File: config.mk
export PLATFORM = sky130hd
export DESIGN_NAME = hz_stall_unit
export DESIGN_NICKNAME = d
export VERILOG_FILES = /design/src/rtl/hz_pkg.sv /design/src/rtl/hz_inflight.sv /design/src/rtl/hz_match.sv /design/src/rtl/hz_ctrl.sv /design/src/rtl/hz_stall_unit.sv
export SDC_FILE = /design/constraint.sdc
export NUM_CORES = 1
export LEC_CHECK = 0
export BUFFER_PORTS_ARGS = -buffer_cell sky130_fd_sc_hd__buf_2
export CAP_MARGIN = 40
export CORE_MARGIN = 5
export CORE_UTILIZATION = 44
export DETAILED_ROUTE_END_ITERATION = 10
export GPL_ROUTABILITY_DRIVEN = 0
export PLACE_DENSITY = 0.75
export SETUP_SLACK_MARGIN = 0.4
export SKIP_LAST_GASP = 1
export SLEW_MARGIN = 20
export SYNTH_ARGS = -nofsm -noshare
export SYNTH_HDL_FRONTEND = slang
export SYNTH_SLANG_ARGS = --single-unit
export TNS_END_PERCENT = 30
File: constraint.sdc
create_clock -name clk -period 2 [get_ports clk]
set_input_delay 0.2 -clock clk [delete_from_list [all_inputs] [get_ports clk]]
set_output_delay 0.2 -clock clk [all_outputs]
set_load 0.02 [all_outputs]
File: src/rtl/hz_pkg.sv
package hz_pkg;
    typedef enum logic [1:0] {
        HZ_FLOW   = 2'd0,
        HZ_HOLD   = 2'd1,
        HZ_SQUASH = 2'd2
    } hz_act_e;
endpackage

File: src/rtl/hz_inflight.sv
module hz_inflight #(
    parameter int AW    = 5,
    parameter int DEPTH = 2
) (
    input  logic                      clk,
    input  logic                      rst_n,
    input  logic                      push_live,
    input  logic [AW-1:0]             push_rd,
    output logic [DEPTH-1:0]          live,
    output logic [DEPTH-1:0][AW-1:0]  rd
);
    // slot 0 = execute stage, higher slots = later stages
    always_ff @(posedge clk or negedge rst_n) begin
        if (!rst_n) begin
            live <= '0;
            rd   <= '0;
        end else begin
            for (int k = DEPTH - 1; k > 0; k--) begin
                live[k] <= live[k-1];
                rd[k]   <= rd[k-1];
            end
            live[0] <= push_live;
            rd[0]   <= push_rd;
        end
    end
endmodule

File: src/rtl/hz_match.sv
module hz_match #(
    parameter int AW    = 5,
    parameter int DEPTH = 2
) (
    input  logic                      valid,
    input  logic [AW-1:0]             src1,
    input  logic                      use1,
    input  logic [AW-1:0]             src2,
    input  logic                      use2,
    input  logic [DEPTH-1:0]          live,
    input  logic [DEPTH-1:0][AW-1:0]  rd,
    output logic                      dep
);
    logic             s1_on;
    logic             s2_on;
    logic [DEPTH-1:0] hit_vec;

    assign s1_on = use1 && (src1 != '0);
    assign s2_on = use2 && (src2 != '0);

    for (genvar k = 0; k < DEPTH; k++) begin : g_cmp
        assign hit_vec[k] = live[k] &&
                            ((s1_on && (src1 == rd[k])) || (s2_on && (src2 == rd[k])));
    end

    assign dep = valid && (|hit_vec);
endmodule

File: src/rtl/hz_ctrl.sv
module hz_ctrl
    import hz_pkg::*;
(
    input  logic    redirect,
    input  logic    dep,
    output hz_act_e act,
    output logic    pc_hold,
    output logic    ifid_hold,
    output logic    ifid_flush,
    output logic    idex_bubble,
    output logic    pc_load_target
);
    always_comb begin
        if (redirect)  act = HZ_SQUASH;
        else if (dep)  act = HZ_HOLD;
        else           act = HZ_FLOW;
    end

    always_comb begin
        pc_hold        = 1'b0;
        ifid_hold      = 1'b0;
        ifid_flush     = 1'b0;
        idex_bubble    = 1'b0;
        pc_load_target = 1'b0;
        unique case (act)
            HZ_FLOW: begin
            end
            HZ_HOLD: begin
                pc_hold     = 1'b1;
                ifid_hold   = 1'b1;
                idex_bubble = 1'b1;
            end
            HZ_SQUASH: begin
                ifid_flush     = 1'b1;
                idex_bubble    = 1'b1;
                pc_load_target = 1'b1;
            end
            default: begin
            end
        endcase
    end
endmodule

File: src/rtl/hz_stall_unit.sv
module hz_stall_unit
    import hz_pkg::*;
#(
    parameter int REG_AW    = 5,
    parameter bit BYPASS_WB = 1'b1
) (
    input  logic              clk,
    input  logic              rst_n,
    input  logic              id_valid,
    input  logic [REG_AW-1:0] id_rs1,
    input  logic              id_rs1_rd,
    input  logic [REG_AW-1:0] id_rs2,
    input  logic              id_rs2_rd,
    input  logic [REG_AW-1:0] id_rd,
    input  logic              id_rd_we,
    input  logic              ex_redirect,
    output logic              pc_hold,
    output logic              ifid_hold,
    output logic              ifid_flush,
    output logic              idex_bubble,
    output logic              pc_load_target
);
    localparam int DEPTH = BYPASS_WB ? 2 : 3;

    logic [DEPTH-1:0]             slot_live;
    logic [DEPTH-1:0][REG_AW-1:0] slot_rd;
    logic                         dep;
    logic                         push_live;
    hz_act_e                      act;

    assign push_live = id_valid && id_rd_we && (id_rd != '0) && (act == HZ_FLOW);

    hz_inflight #(.AW(REG_AW), .DEPTH(DEPTH)) u_track (
        .clk       (clk),
        .rst_n     (rst_n),
        .push_live (push_live),
        .push_rd   (id_rd),
        .live      (slot_live),
        .rd        (slot_rd)
    );

    hz_match #(.AW(REG_AW), .DEPTH(DEPTH)) u_match (
        .valid (id_valid),
        .src1  (id_rs1),
        .use1  (id_rs1_rd),
        .src2  (id_rs2),
        .use2  (id_rs2_rd),
        .live  (slot_live),
        .rd    (slot_rd),
        .dep   (dep)
    );

    hz_ctrl u_ctrl (
        .redirect       (ex_redirect),
        .dep            (dep),
        .act            (act),
        .pc_hold        (pc_hold),
        .ifid_hold      (ifid_hold),
        .ifid_flush     (ifid_flush),
        .idex_bubble    (idex_bubble),
        .pc_load_target (pc_load_target)
    );
endmodule

==> results of run 1 <==
==> logic make-up (layout without fill, tap and decap cells) <==
group                     after synthesis  count (layout)
and+or+nand+nor                        11              11
buffers and inverters                   4              33
AOI/OAI and AO/OA                       7               7
xor gates and xnor gates               20              20
DFF                                    12              12
==> sequential cells by signal, indices dropped and copies added, names as in the netlist <==
name and count:
u_track.live 2, u_track.rd 10
==> through the flow <==
stage	setup WS, ps	utilization	std cells	area [µm²]
2_1_floorplan	205	-	54	634
3_3_place_gp	258	0.580	92	764
3_5_place_dp	232	0.580	92	764
4_1_cts	-34.9	0.632	98	832
5_1_grt	-149	0.632	98	832
6_report	-29.5	0.632	98	832
==> cell usage after synthesis <==
master	n
dfrtp_1	12
o22a_2	1
o21bai_1	1
nor3_1	1
or4_1	3
a32oi_1	2
o2111a_1	1
clkbuf_1	1
o21ai_1	2
nor2_1	1
xor2_1	16
nor4_1	4
xnor2_1	4
and2_1	2
inv_1	1
buf_4	2
==> cells in the final DEF (no fill, tap or decap) <==
cell type	count
a32oi_1	2
and2_1	2
buf_2	23
buf_4	4
clkbuf_4	3
clkbuf_8	1
dfrtp_1	12
dlygate4sd3_1	1
inv_1	1
nor2_1	1
nor3_4	1
nor4_1	3
nor4_2	1
o2111a_1	1
o21ai_1	2
o21bai_1	1
o22a_2	1
or4_1	3
xnor2_1	4
xor2_1	16
==> worst register-to-register path, delay by kind of cell (launching register included) <==
family                    cells  cell delay, ps
and+or+nand+nor               1             280
DFF                           1             410
AOI/OAI and AO/OA             3             530
xor gates and xnor gates      1             170
==> per-layer routing <==
layer | wire, µm | global-route usage | up-vias | share of wire
li1 | - | - | 248 | -
met1 | 544 | 0.167 | 233 | 0.39
met2 | 727 | 0.273 | 18 | 0.52
met3 | 108 | 0.0226 | 2 | 0.077
met4 | 14 | 0.0645 | 0 | 0.010
met5 | 0 | 0 | - | 0
==> area by class of cell <==
cell class,count,share of cell area
flip-flops and latches,12,0.361
repair buffers,28,0.186
clock buffers,4,0.0436
well taps,15,0.0226
inverters,1,0.00451
multi-input cells,38,0.382
==> repair_timing <==
action,CTS,global route
pin swaps,3,3
setup endpoints to repair,3,3
hold buffers,1,0
buffers inserted,1,0
endpoints found under the hold margin,12,0
gates resized for setup,4,0
==> worst max path at each step <==
| stage | endpoint | slack, ps |
|---|---|---|
| finish | pc_hold | -30 |
| global route | ifid_hold | -150 |
| CTS | ifid_hold | -30 |
| detailed placement | ifid_hold | 230 |
| global placement | pc_hold | 260 |
| floorplan | pc_hold | 200 |
==> report_power, final <==
part	switching, mW	internal (mW)	total, mW
clock network	0.0758	0.110	0.186
logic	0.0465	0.0443	0.0909
registers	0.0109	0.254	0.265
total	0.133	0.409	0.543
==> results.toml, run 1 <==
[status]
status = "finished with violations"
violations = "negative setup slack"

[floorplan]
die_w_um = 47.6
start_util = 0.473
dieArea_um2 = 2270
die_y_um = 47.6
coreArea_um2 = 1320
pin_count = 27
fp-row-count = 13

[clock_tree]
htree_levels = 1
max-clock-path-buffers = 2
clk_latency_ps = 260
cts_tree = "yes"
cts_root_buf = "clkbuf_4"
cts-buffers-inserted = 3
clkSlewWorstSetupHoldPaths_ps = 70
cts.sinks = 12

[detailed_routing]
dr.pass1.iters = 2
wl_per_cell_um = 14.2
antenna_left = 0
via_count = 501
drtIter0Drc = 2
remaining_drc_errors = 0
totalWireLength_um = 1400
routed_via_density = 5.11

[grt]
first_global_vias = 535
grt_usage = 0.148
overflow = 0
grt_max_degree = 13
grt_pass1_wl_um = 2260
antenna_found_initial = 0

[placed_design]
io_buffers = 26

[timing]
fin_crit_sh = 1.01
fin_crit_ps = 2030
fmax_mhz = 493
hold_violations = 0
setup_slack_ps = -29.5
tightestPinTransition_ps = 292
tns_ps = -67.1
rsz0062_at_grt = "true"
finalMaxSlewViolations = 0
setup_violations = 3
hold_slack_ps = 48.5
max_slew_margin = 0.804
skew_ps = 2.06

[final_layout]
fillers = 108
syn_to_final_growth_pct = 33.5
final_net_count = 106
layout-drive-gt1-share = 0.410
seqCellArea_um2 = 300
n_antenna_cell = 0
multi_input_area_um2 = 318

[hold_path]
whs_path_depth = 1
hp-start = "id_rd[2]"
worstHoldEndpoint = "u_track.rd[2]"
hp-class = "input port to flop"

[setup_path]
cp_data_arrival_time_ps = 1830
cp-startpoint = "u_track.rd[1]"
start_kind = "flop"
r2r_end = "u_track.live[0]"
path_delay_family = "simple AND/OR/NAND/NOR gates"
r2r_cells = 5
crit_chain = "xor2_1 > nor4_1 > a32oi_1 > o22a_2 > nor3_4 > buf_4"
rr_startpoint = "u_track.rd[1]"
reg2reg_slack_ps = 510
critPathMaxStageDelay_ps = 410
cp.depth = 6
endpoint_kind = "output port"
setup.worst_path.class = "flop to output port"
crit_slowest_cell = "dfrtp_1"
required_ps = 1800
worstPathMaxFanout = 3
worst-path-buf-inv = 1

[logic_synthesis]
synth_top_area_cell = "dfrtp_1"
seq_area_frac_synth = 0.482
synth_area_um2 = 623
postSynthAreaPerCell_um2 = 11.5
netlist.area_leader.share = 0.482
synth_simple_gate_area_frac = 0.110
syn_inst = 54
synth-compound-area-share = 0.0904
synth-xor-area-share = 0.281
yosysUniqueCellTypes = 16
synth-adder-area-share = 0
synth_top_family_by_area = "XOR/XNOR gates"
synth_warnings = 0
yosys-top-cells-area = "dfrtp_1 (48%), xor2_1 (22%), xnor2_1 (5.6%)"
ys_seq_elements = 12
syn_nets = 76
synthMuxAreaShare = 0

[power_and_ir_drop]
vdd_ir_drop_max_mv = 0.357
power.total_uw = 543
power.density_nw_per_um2 = 652
leakage_nw = 0.388

[run]
max_cap_viol_count = 0
(Power assumes the default switching activity.)
==> inputs of run 2 (changes only) <==
Settings changed: CAP_MARGIN 40 to 20, CORE_UTILIZATION 44 to 47, CTS_BUF_LIST set to sky130_fd_sc_hd__clkbuf_4, PLACE_DENSITY 0.75 to 0.79.
==> results.toml, run 2 (synthesized netlist as in run 1, its figures left out) <==
[status]
status = "finished with violations"
violations = "negative setup slack"

[setup_path]
rr_startpoint = "u_track.rd[7]"
endpoint_kind = "output port"
worstPathMaxFanout = 3
reg2reg_slack_ps = 480
required_ps = 1800
crit_slowest_cell = "dfrtp_1"
critPathMaxStageDelay_ps = 410
r2r_cells = 5
r2r_end = "u_track.live[0]"
cp_data_arrival_time_ps = 1850
start_kind = "flop"
crit_chain = "xor2_1 > nor4_1 > a32oi_1 > o22a_2 > o21bai_1 > buf_4"
setup.worst_path.class = "flop to output port"

[floorplan]
fp-row-count = 13
die_w_um = 46.4
coreArea_um2 = 1280
die_y_um = 46.4
start_util = 0.485
pin_count = 27
dieArea_um2 = 2150

[detailed_routing]
totalWireLength_um = 1400
remaining_drc_errors = 0
antenna_left = 0
routed_via_density = 5.24
via_count = 508
dr.pass1.iters = 1
wl_per_cell_um = 14.5
drtIter0Drc = 0

[final_layout]
most-common-layout-cells = "buf_2 (23), xor2_1 (16), dfrtp_1 (12), xnor2_1 (4), buf_4 (4)"
layout-drive-gt1-share = 0.415
largest_register_ffs = 10
top_register = "u_track.rd"
n_antenna_cell = 0
seqCellArea_um2 = 300
final_common_cell = "buf_2"
fillers = 111
post-route-util = 0.642
largestRegisters = "u_track.rd: 10 flops, u_track.live: 2 flops"
final_net_count = 106
syn_to_final_growth_pct = 32.3
multi_input_area_um2 = 324
final_cell_area_um2 = 825

[power_and_ir_drop]
leakage_nw = 0.381
p_comb_frac = 0.190
sequentialPowerShare = 0.538
p_sw_frac = 0.255
clockPowerShare = 0.272
power.total_uw = 495
vdd_ir_drop_max_mv = 0.365
power.density_nw_per_um2 = 600
power.net_switching_uw = 126
power.internal_uw = 369

[clock_tree]
cts_root_buf = "clkbuf_4"
htree_levels = 1
cts-buffers-inserted = 3
clk_latency_ps = 260
cts_tree = "yes"
clkSlewWorstSetupHoldPaths_ps = 70
max-clock-path-buffers = 2
cts.sinks = 12

[timing]
hold_slack_ps = 58.1
finalMaxSlewViolations = 0
setup_slack_ps = -45.4
fin_crit_sh = 1.02
fmax_mhz = 489
fin_crit_ps = 2050
hold_violations = 0
tightestPinTransition_ps = 250
rsz0062_at_grt = "true"
max_slew_margin = 0.832
setup_violations = 3
skew_ps = 2.90

[hold_path]
whs_path_depth = 1
worstHoldEndpoint = "u_track.rd[2]"
hp-start = "id_rd[2]"
hp-class = "input port to flop"

[placed_design]
io_buffers = 26
post_dp_cell_area_um2 = 764

[grt]
grt_max_degree = 13
grt_usage = 0.158
overflow = 0
grt_pass1_wl_um = 2320
first_global_vias = 568
antenna_found_initial = 0

[run]
max_cap_viol_count = 0
run 2: cell count changes in the layout (fill, tap and decap cells not counted), sizes merged:
cell | before | now
clkbuf | 4 | 3
run 2: power groups by stage:
stage	combinational (mW)	clock (mW)	sequential (mW)
6_report	0.0940	0.135	0.266
5_1_grt	0.103	0.158	0.267
4_1_cts	0.0915	0.142	0.266
3_5_place_dp	0.0845	0	0.271
3_3_place_gp	0.0836	0	0.270
2_1_floorplan	0.0430	0	0.268
run 2: routing by layer:
layer | vias up | part of all wire | track usage
met5 | - | 0 | 0
met4 | 0 | 0.014 | 0.0852
met3 | 4 | 0.085 | 0.0352
met2 | 20 | 0.54 | 0.283
met1 | 237 | 0.36 | 0.169
li1 | 247 | - | -
run 2: critical path: cells and delay by family, from the launching register on:
kind,cells,cell delay [ps]
AO/OA/AOI/OAI,3,580
AND/OR/NAND/NOR,1,280
flip-flops,1,410
XOR/XNOR,1,150
buffers and inverters,1,160
run 2: stage by stage:
step / setup TNS, ps / instances / setup slack [ps]
5_1_grt: -513 / 97 / -177
4_1_cts: -180 / 97 / -86.5
3_5_place_dp: 0 / 92 / 162
2_1_floorplan: 0 / 54 / 205
3_3_place_gp: 0 / 92 / 262
6_report: -91.6 / 97 / -45.4
run 2: area by class of cell:
class / instances / share of cell area
timing repair buffer: 28 / 0.188
clock buffer: 3 / 0.0273
multi-input combinational: 38 / 0.393
inverter: 1 / 0.00455
tap: 15 / 0.0228
sequential: 12 / 0.364
run 2: worst max-delay path by stage:
| stage | start | endpoint | slack [ps] | depth (start not counted) |
|---|---|---|---|---|
| floorplan | u_track.rd[9] | pc_hold | 200 | 6 |
| global placement | u_track.rd[4] | ifid_hold | 260 | 6 |
| detailed placement | u_track.rd[4] | idex_bubble | 160 | 6 |
| CTS | u_track.rd[1] | idex_bubble | -90 | 6 |
| global route | u_track.rd[0] | idex_bubble | -180 | 6 |
| finish | u_track.rd[7] | idex_bubble | -50 | 6 |
run 2: timing repair:
action	in CTS	in global routing
resized for setup	2	3
endpoints found under the hold margin	12	0
pin swaps	7	4
buffers inserted	1	0
hold buffers	1	0
setup endpoints to repair	3	4
==> inputs of run 3 (changes only) <==
Clock period 2 ns to 2.3 ns, I/O delays scaled along.
==> results.toml, run 3 (synthesized netlist as in run 1, its figures left out) <==
[setup_path]
path_delay_family = "compound AO/OA/AOI/OAI gates"
crit_chain = "xor2_1 > nor4_1 > a32oi_1 > o22a_2 > o21bai_1 > buf_4"
setup.worst_path.class = "flop to output port"
endpoint_kind = "output port"
cp-startpoint = "u_track.rd[9]"
worstPathMaxFanout = 3
critPathMaxStageDelay_ps = 400
worst-path-buf-inv = 1
start_kind = "flop"
r2r_cells = 5
rr_startpoint = "u_track.rd[9]"
reg2reg_slack_ps = 780
required_ps = 2070
r2r_end = "u_track.live[0]"
crit_slowest_cell = "dfrtp_1"
cp_data_arrival_time_ps = 1840

[clock_tree]
htree_levels = 1
cts-buffers-inserted = 3
max-clock-path-buffers = 2
clkSlewWorstSetupHoldPaths_ps = 70
clk_latency_ps = 260
cts.sinks = 12
cts_tree = "yes"
cts_root_buf = "clkbuf_4"

[status]
status = "complete, no violations"

[power_and_ir_drop]
leakage_nw = 0.386
vdd_ir_drop_max_mv = 0.316
power.density_nw_per_um2 = 517

[floorplan]
pin_count = 27
die_w_um = 46.4
start_util = 0.485
die_y_um = 46.4
coreArea_um2 = 1280
fp-row-count = 13
dieArea_um2 = 2150

[timing]
rsz0062_at_grt = "true"
finalMaxSlewViolations = 0
hold_violations = 0
max_slew_margin = 0.815
skew_ps = 2.75
fmax_mhz = 482
tns_ps = 0
fin_crit_ps = 2070
fin_crit_sh = 0.902
tightestPinTransition_ps = 275
setup_violations = 0

[hold_path]
whs_path_depth = 1
worstHoldEndpoint = "u_track.rd[2]"
hp-start = "id_rd[2]"
hp-class = "input port to flop"

[grt]
first_global_vias = 550
grt_usage = 0.151
antenna_found_initial = 0
grt_pass1_wl_um = 2240
overflow = 0
grt_max_degree = 13

[final_layout]
layout-drive-gt1-share = 0.422
final_common_cell = "buf_2"
n_antenna_cell = 0
syn_to_final_growth_pct = 33.5
final_cell_area_um2 = 832
largestRegisters = "u_track.rd: 10 flops, u_track.live: 2 flops"
final_cell_count_no_fill = 98
top_register = "u_track.rd"
final_net_count = 107
largest_register_ffs = 10
most-common-layout-cells = "buf_2 (23), xor2_1 (16), dfrtp_1 (12), buf_4 (5), xnor2_1 (4)"
post-route-util = 0.648

[detailed_routing]
via_count = 515
wl_per_cell_um = 13.9
remaining_drc_errors = 0
dr.pass1.iters = 3
totalWireLength_um = 1370
drtIter0Drc = 3
routed_via_density = 5.26
antenna_left = 0

[placed_design]
io_buffers = 26
post_dp_cell_area_um2 = 764
placed_cells = 92

[run]
max_cap_viol_count = 0
run 3: cell types whose count changed in the layout (fill, tap and decap cells not counted), sizes merged:
cell / change
buf: +1
run 3: worst reg2reg max path, delay by kind of cell (launching register included):
family	cells	cell delay (ps)
xor gates and xnor gates	1	160
and+or+nand+nor	1	280
DFF	1	400
AOI/OAI and AO/OA	3	570
run 3: final cells by class:
type,count,area (µm²)
Tap cell,15,18.8
Multi-Input combinational cell,38,324
Fill cell,111,453
Sequential cell,12,300
Timing Repair Buffer,29,163
Inverter,1,3.75
Clock buffer,3,22.5
run 3: routing by layer:
metal,vias up,GRT usage,routed length (µm)
met1,242,0.164,497
met4,0,0.0682,4
met2,21,0.272,741
met5,-,0,0
met3,2,0.0352,121
li1,250,-,-
run 3: power by group:
group	total, mW	leakage (nW)	internal (mW)	switching [mW]
registers	0.231	0.143	0.221	0.00969
logic	0.0816	0.229	0.0401	0.0415
clock network	0.117	0.0138	0.0603	0.0570
total	0.430	0.386	0.322	0.108
run 3: timing repair:
action,4_1_cts,5_1_grt
gates cloned,0,0
hold buffers,1,0
gates resized for setup,2,3
hold endpoints to repair,12,0
buffers inserted,1,1
pin swaps,6,3
endpoints found under the setup margin,3,3
run 3: per-stage QoR:
| step | setup slack, ps | hold slack [ps] | power, mW |
|---|---|---|---|
| 2_1_floorplan | 475 | -65.6 | 0.271 |
| 3_3_place_gp | 532 | 114 | 0.308 |
| 3_5_place_dp | 431 | 115 | 0.309 |
| 4_1_cts | 179 | 76.2 | 0.434 |
| 5_1_grt | 92.4 | 70.8 | 0.459 |
| 6_report | 226 | 87.8 | 0.430 |
run 3: worst max path at each step:
stage	to	depth (start not counted)
after global placement	ifid_hold	6
after floorplan	pc_hold	6
after global routing	idex_bubble	6
after CTS	idex_bubble	6
final	idex_bubble	6
after detailed placement	idex_bubble	6
